===== config.mk =====
export PLATFORM = sky130hd
export DESIGN_NAME = irq_trap_decide
export DESIGN_NICKNAME = d
export VERILOG_FILES = /design/src/rtl/irq_trap_pkg.sv /design/src/rtl/irq_gate.sv /design/src/rtl/irq_std_arb.sv /design/src/rtl/irq_plat_arb.sv /design/src/rtl/irq_refresh.sv /design/src/rtl/irq_trap_decide.sv
export SDC_FILE = /design/constraint.sdc
export NUM_CORES = 1
export LEC_CHECK = 0
export ABC_AREA = 1
export CAP_MARGIN = 40
export CORE_AREA = 2 2 83 85
export CTS_CLUSTER_DIAMETER = 30
export DETAILED_ROUTE_END_ITERATION = 8
export DIE_AREA = 0 0 85 87
export HOLD_SLACK_MARGIN = 0.1
export PLACE_DENSITY = 0.81
export SYNTH_ARGS = -nofsm -noshare
export SYNTH_HDL_FRONTEND = slang
export SYNTH_SLANG_ARGS = --single-unit

===== constraint.sdc =====
create_clock -name clk -period 1.4 [get_ports clk]
set_clock_uncertainty 0.1 [all_clocks]
set_input_delay 0.21 -clock clk [delete_from_list [all_inputs] [get_ports clk]]
set_output_delay 0.21 -clock clk [all_outputs]
set_load 0.005 [all_outputs]

===== src/rtl/irq_trap_pkg.sv =====
package irq_trap_pkg;

  localparam int CAUSE_W   = 6;
  localparam int STD_W     = 16;
  localparam int PLAT_BASE = 16;
  localparam int STD_N     = 7;

  typedef enum logic [1:0] {
    PRIV_U    = 2'b00,
    PRIV_S    = 2'b01,
    PRIV_RSVD = 2'b10,
    PRIV_M    = 2'b11
  } priv_e;

  // Standard causes, index 0 is the highest rank.
  localparam logic [CAUSE_W-1:0] STD_RANK [0:STD_N-1] = '{
    6'd11, 6'd3, 6'd7, 6'd9, 6'd1, 6'd5, 6'd13
  };

  typedef struct packed {
    logic               take;
    logic [CAUSE_W-1:0] cause;
    logic               dpend;
  } decision_t;

  function automatic logic [STD_W-1:0] std_mask();
    logic [STD_W-1:0] m;
    m = '0;
    for (int k = 0; k < STD_N; k++) m[STD_RANK[k][3:0]] = 1'b1;
    return m;
  endfunction

endpackage


===== src/rtl/irq_gate.sv =====
module irq_gate
  import irq_trap_pkg::*;
#(
  parameter int N_IRQ = 32
) (
  input  logic [N_IRQ-1:0] pend,
  input  logic [N_IRQ-1:0] en,
  input  logic [N_IRQ-1:0] deleg,
  input  logic [1:0]       priv,
  input  logic             mie,
  output logic [N_IRQ-1:0] elig,
  output logic             dpend
);

  priv_e            mode;
  logic             gate_open;
  logic [N_IRQ-1:0] armed;

  always_comb begin
    mode      = priv_e'(priv);
    gate_open = (mode == PRIV_M) ? mie : 1'b1;
    armed     = pend & en;
    elig      = gate_open ? (armed & ~deleg) : '0;
    dpend     = |(armed & deleg);
  end

endmodule


===== src/rtl/irq_std_arb.sv =====
module irq_std_arb
  import irq_trap_pkg::*;
(
  input  logic [STD_W-1:0]   elig,
  output logic               hit,
  output logic [CAUSE_W-1:0] cause
);

  localparam logic [STD_W-1:0] MASK = std_mask();

  logic [STD_W-1:0] valid;

  always_comb begin
    valid = elig & MASK;
    hit   = 1'b0;
    cause = '0;
    // walk from lowest rank upward so the highest rank is written last
    for (int k = STD_N - 1; k >= 0; k--) begin
      if (valid[STD_RANK[k][3:0]]) begin
        hit   = 1'b1;
        cause = STD_RANK[k];
      end
    end
  end

endmodule


===== src/rtl/irq_plat_arb.sv =====
module irq_plat_arb
  import irq_trap_pkg::*;
#(
  parameter int W    = 16,
  parameter int BASE = 16
) (
  input  logic [W-1:0]       elig,
  output logic               hit,
  output logic [CAUSE_W-1:0] cause
);

  always_comb begin
    hit   = 1'b0;
    cause = '0;
    // ascending walk: the highest set index is written last
    for (int i = 0; i < W; i++) begin
      if (elig[i]) begin
        hit   = 1'b1;
        cause = CAUSE_W'(BASE + i);
      end
    end
  end

endmodule


===== src/rtl/irq_refresh.sv =====
module irq_refresh #(
  parameter int N_IRQ = 32
) (
  input  logic             clk,
  input  logic             rst_n,
  input  logic [N_IRQ-1:0] pend,
  input  logic             recheck,
  output logic             upd
);

  logic [N_IRQ-1:0] pend_q;

  always_ff @(posedge clk or negedge rst_n) begin
    if (!rst_n) pend_q <= '0;
    else        pend_q <= pend;
  end

  assign upd = recheck | (pend != pend_q);

endmodule


===== src/rtl/irq_trap_decide.sv =====
module irq_trap_decide
  import irq_trap_pkg::*;
#(
  parameter int N_IRQ = 32
) (
  input  logic                 clk,
  input  logic                 rst_n,
  input  logic [N_IRQ-1:0]     pend_i,
  input  logic [N_IRQ-1:0]     en_i,
  input  logic [N_IRQ-1:0]     deleg_i,
  input  logic [1:0]           priv_i,
  input  logic                 mie_i,
  input  logic                 recheck_i,
  output logic                 take_o,
  output logic [CAUSE_W-1:0]   cause_o,
  output logic                 dpend_o
);

  localparam int PLAT_W = N_IRQ - PLAT_BASE;

  logic [N_IRQ-1:0]   elig;
  logic               dpend_c;
  logic               std_hit;
  logic [CAUSE_W-1:0] std_cause;
  logic               plat_hit;
  logic [CAUSE_W-1:0] plat_cause;
  logic               upd;
  decision_t          dec_d;
  decision_t          dec_q;

  irq_gate #(.N_IRQ(N_IRQ)) u_gate (
    .pend  (pend_i),
    .en    (en_i),
    .deleg (deleg_i),
    .priv  (priv_i),
    .mie   (mie_i),
    .elig  (elig),
    .dpend (dpend_c)
  );

  irq_std_arb u_std (
    .elig  (elig[STD_W-1:0]),
    .hit   (std_hit),
    .cause (std_cause)
  );

  generate
    if (PLAT_W > 0) begin : g_plat
      irq_plat_arb #(.W(PLAT_W), .BASE(PLAT_BASE)) u_plat (
        .elig  (elig[N_IRQ-1:PLAT_BASE]),
        .hit   (plat_hit),
        .cause (plat_cause)
      );
    end else begin : g_no_plat
      assign plat_hit   = 1'b0;
      assign plat_cause = '0;
    end
  endgenerate

  irq_refresh #(.N_IRQ(N_IRQ)) u_refresh (
    .clk     (clk),
    .rst_n   (rst_n),
    .pend    (pend_i),
    .recheck (recheck_i),
    .upd     (upd)
  );

  // next-state: platform causes outrank the standard set
  always_comb begin
    dec_d.dpend = dpend_c;
    if (plat_hit) begin
      dec_d.take  = 1'b1;
      dec_d.cause = plat_cause;
    end else if (std_hit) begin
      dec_d.take  = 1'b1;
      dec_d.cause = std_cause;
    end else begin
      dec_d.take  = 1'b0;
      dec_d.cause = '0;
    end
  end

  always_ff @(posedge clk or negedge rst_n) begin
    if (!rst_n)   dec_q <= '0;
    else if (upd) dec_q <= dec_d;
  end

  assign take_o  = dec_q.take;
  assign cause_o = dec_q.cause;
  assign dpend_o = dec_q.dpend;

endmodule


# == Word-level counts from Yosys, hierarchy flattened ==
# Cells that the tools add are included.
# op_classes
n_addsub,0
mul,0
div,0
n_lt_le_gt_ge,0
n_eq_ne,2
shifts,0
n_mux,50
n_bitwise,5
reduce_logical,1
# op_table
op,n
bitwise AND 32 bit,3
two-way mux 5 bit,16
two-way mux 32 bit,1
!= test 32 bit,1
inverter 32 bit,1
OR reduction 32 bit,1
two-way mux 4 bit,7
two-way mux 1 bit,24
two-way mux 7 bit,2
equality test 2 bit (second input constant),1
OR 1 bit,1
# totals
ff_bits,40
latch_bits,0
ram_bits,0
mem_bits_ro,0
input_bits,102
output_inout_bits,8
wordCells,62
mem_count,0

# == Logic depth before layout (Yosys ltp) ==
# depth
ltp_word,20
ltp_mapped,18
ltp_nobuf,18

# == Modules after synthesis ==
# From an unflattened synthesis, not the netlist that was laid out.
# unflattened
hier_cells,424
area_unflattened_um2,2711.4
# modules_own_cells
module,n_inst,cells_per_inst,area_each_um2,seq_area_each_um2
irq_refresh,1,159,1353.8,800.8
irq_gate,1,132,615.6,0.0
irq_trap_decide,1,59,416.6,200.2
irq_plat_arb,1,51,210.2,0.0
irq_std_arb,1,23,115.1,0.0

# == Worst setup path before layout ==
# No wires, ideal clock.
# synth_timing
kind,register to register
start,register u_refresh.pend_q[7]
end,"register dec_q, in the netlist cause_o[0]"
setup_ns,0.116
arrival_ns,1.286
setup_slack_ns,-0.103
path_stages_with_launch,11
n_path_buf,0
period_less_slack_ns,1.503
path_cell_list,dfrtp_1 > nand2_1 > o21ai_0 > nor2_1 > nand3_1 > nor4_2 > nand3b_4 > o21ai_1 > nand2_1 > nand2_1 > nand2_1
# synth_via
elab_chain_cells,2
# synth_lines
element,line,source
from (decl),irq_refresh.sv:11,logic [N_IRQ-1:0] pend_q;
from (signal assigned),irq_refresh.sv:15,else pend_q <= pend;
!= test 32 bit,irq_refresh.sv:18,assign upd = recheck | (pend != pend_q);
OR 1 bit,irq_refresh.sv:18,
to (signal assigned),irq_trap_decide.sv:84,if (!rst_n) dec_q <= '0;
to (signal assigned),irq_trap_decide.sv:85,else if (upd) dec_q <= dec_d;
to (decl),irq_trap_decide.sv:29,decision_t dec_q;
# Every way passes these cells.
# A chain may end at the register's enable or synchronous reset.

# == Worst setup path after layout ==
# layout_timing
start,register u_refresh.pend_q[21]
end,"register dec_q, in the netlist cause_o[0]"
# Same word-level chain as after synthesis.

==> flow_metrics.env <==
export IMPL_violations="negative setup slack"
export IMPL_hp_class="in -> reg"
export IMPL_grt_overflow=0
export IMPL_dpl_cell_area_mm2=0.00386
export IMPL_dp_hpwl_um=6220
export IMPL_ys_seq_elements=39
export IMPL_core_mm2=0.00657
export IMPL_reg2reg_from="u_refresh.pend_q[21]"
export IMPL_crit_fanout=8
export IMPL_yosys_warnings=0
export IMPL_finalNetCount=575
export IMPL_avgSynthCellArea_um2=7.78
export IMPL_setup_violations=7
export IMPL_critPathBufInv=0
export IMPL_insertion_delay_ns=0.30
export IMPL_die_area_mm2=0.00740
export IMPL_ant_nets=0
export IMPL_synth_cells=300
export IMPL_totalWireLength_um=7820
export IMPL_cp_slowest_cell="dfrtp_1"
export IMPL_seq_area_frac_synth_pct=41.8
export IMPL_min_from="pend_i[29]"
export IMPL_post_route_period_util_pct=125
export IMPL_port_buffers=108
export IMPL_fin_crit_ns=1.75
export IMPL_fillers=539
export IMPL_crit_top_cell="nand2_1"
export IMPL_syn_area_mm2=0.00233
export IMPL_crit_family="simple AND/OR/NAND/NOR gates"
export IMPL_fmax_ghz=0.572
export IMPL_gp_congestion=0.849
export IMPL_grt_max_degree=40
export IMPL_area_growth_pct=82.2
export IMPL_criticalPathCategory="reg -> reg"
export IMPL_path_clk_slew_ns=0.08
export IMPL_grt_pass1_vias=2780
export IMPL_first_pass_iters=4
export IMPL_std_cell_rows=30
export IMPL_die_w_um=85
export IMPL_endpoint_kind="flip-flop"
export IMPL_reg2regPathDepth=9
export IMPL_drive_gt1_share_pct=22.8
export IMPL_rr_endpoint="cause_o[0]"
export IMPL_powerDensity_mw_per_mm2=777
export IMPL_synth_nets=402
export IMPL_die_h_um=87
export IMPL_setup_ws_ns=-0.347
export IMPL_cts_tree="yes"
export IMPL_wl_per_cell_um=14.1
export IMPL_whs_endpoint="u_refresh.pend_q[29]"
export IMPL_cts_path_max_buffers=2
export IMPL_ys_types=33
export IMPL_clock_root_buffer="clkbuf_8"
export IMPL_rrSetupSlack_ns=-0.35
export IMPL_critPathMaxStageDelay_ns=0.41
export IMPL_arrival_ns=1.84
export IMPL_slew_violations=0
export IMPL_drt_iter0_drc=113
export IMPL_final_cells=554
export IMPL_antenna_found_initial=0
export IMPL_boundaryPins=110
export IMPL_status="complete, but fails checks"
export IMPL_holdPathStages=2
export IMPL_cp_cell_sequence="nand2_2, o21ai_2, nor4_2, nand3_1, nand3b_4, o21ai_2, nand2_1, nand2_1, nand2_1"
export IMPL_cts_buffers=5
export IMPL_max_vdd_ir_drop_v=0.000586
export IMPL_drc_errors=0
export IMPL_start_util_pct=35.5
export IMPL_routed_via_count=2677
export IMPL_cp_required_ns=1.49
export IMPL_grt_pass1_wl_um=12500
export IMPL_hold_viol=0
export IMPL_cp_start_kind="flip-flop"
export IMPL_diodes=0
export IMPL_viasPerCell=4.83
export IMPL_rsz0062_at_grt="true"
export IMPL_power_leakage_uw=0.00208
export IMPL_grt_usage_pct=21.8
export IMPL_maxCapViolCount=0
export IMPL_multi_input_area_mm2=0.00133
export IMPL_dp_cells=532
export IMPL_final_area_mm2=0.00425
export IMPL_cts_max_level=2
export IMPL_clock_sinks=39
export IMPL_final_seq_area_um2=976
[cell type report]
type	instances	share of cell area, %
timing repair buffer	167	36.8
multi-input combinational	220	31.2
sequential	39	22.9
inverter	40	3.59
tap	80	2.35
clock buffer	6	1.71
clock inverter	2	1.41
[registers in the layout, indices dropped and copies added, names as in the netlist]
signal            cells
cause_o               5
dpend_o               1
take_o                1
u_refresh.pend_q     32
[cells by family after synthesis]
| kind of cell | count (synthesis) | synth area share, % |
|---|---|---|
| AOI/OAI and AO/OA | 22 | 5.04 |
| xor gates and xnor gates | 14 | 5.25 |
| buffers and inverters | 42 | 7.24 |
| DFF | 39 | 41.8 |
| other | 1 | 0.161 |
| and+or+nand+nor | 182 | 40.5 |
[synthesized netlist by cell type, drive strengths merged]
master,instances,area share (%)
a21oi,4,0.86
a31oi,1,0.27
and3,1,0.27
buf,2,0.80
conb,1,0.16
dfrtp,39,42
inv,40,6.4
nand2,76,13
nand3,39,8.4
nand3b,3,2.0
nand4,22,6.8
nor2,24,4.9
nor3,6,1.7
nor4,8,2.4
o21ai,13,2.8
o22ai,3,0.80
o31ai,1,0.32
or2,3,0.80
xnor2,8,3.0
xor2,6,2.3
[layout by cell type, fill, tap and decap left out, drive strengths merged, types with 2 or more instances in the layout]
master / instances
clkbuf: 7
clkdlybuf4s50: 84
a21oi: 4
dlymetal6s2s: 11
nor4: 8
inv: 40
bufinv: 2
o22ai: 3
or2: 3
buf: 53
nand4: 22
xnor2: 8
dfrtp: 39
nor3: 6
nand3: 39
xor2: 6
nand2: 76
nand3b: 4
nor2: 24
dlygate4sd3: 7
dlygate4sd2: 10
o21ai: 13
[worst max path at each step]
stage                          from         end  slack (ns)  cells past startpoint
6_report       u_refresh.pend_q[21]  cause_o[0]       -0.35                      9
5_1_grt         u_refresh.pend_q[7]  cause_o[0]       -0.45                     10
4_1_cts        u_refresh.pend_q[24]  cause_o[0]       -0.32                      8
3_5_place_dp             pend_i[21]  cause_o[0]       -0.81                     11
3_3_place_gp             pend_i[21]  cause_o[0]       -0.75                     11
2_1_floorplan   u_refresh.pend_q[5]  cause_o[0]       -0.09                     10
[per-layer routing]
metal	vias up	wire, µm	global-route usage [%]
met1	1220	3160	25.5
met4	0	182	7.36
met3	15	450	3.89
met2	91	4030	40.3
met5	-	0	0
li1	1351	-	-
[metrics by stage]
| step | setup TNS (ns) | setup slack [ns] | total power [µW] | util, % | hold slack, ns |
|---|---|---|---|---|---|
| after floorplan | -0.210 | -0.0859 | 1550 | - | -0.186 |
| after global placement | -4.93 | -0.755 | 2130 | 58.8 | 0.0992 |
| after detailed placement | -5.21 | -0.808 | 2150 | 58.8 | 0.101 |
| after global routing | -2.62 | -0.447 | 3460 | 64.7 | 0.0991 |
| final | -1.94 | -0.347 | 3300 | 64.7 | 0.0822 |
| after CTS | -1.75 | -0.319 | 3290 | 62.1 | 0.183 |
[where the power goes]
part	leakage, µW	switching (µW)	internal (µW)
clock	0.0000654	416	713
sequential	0.000446	43.8	1200
combinational	0.00156	396	535
[repair_timing]
item | in CTS | in global routing
gates resized for setup | 23 | 35
buffers inserted | 4 | 2
hold endpoints to repair | 39 | 6
hold buffers | 1 | 6
cloned | 1 | 0
setup endpoints to repair | 14 | 7
pin swaps | 12 | 20
(Power assumes the default switching activity.)
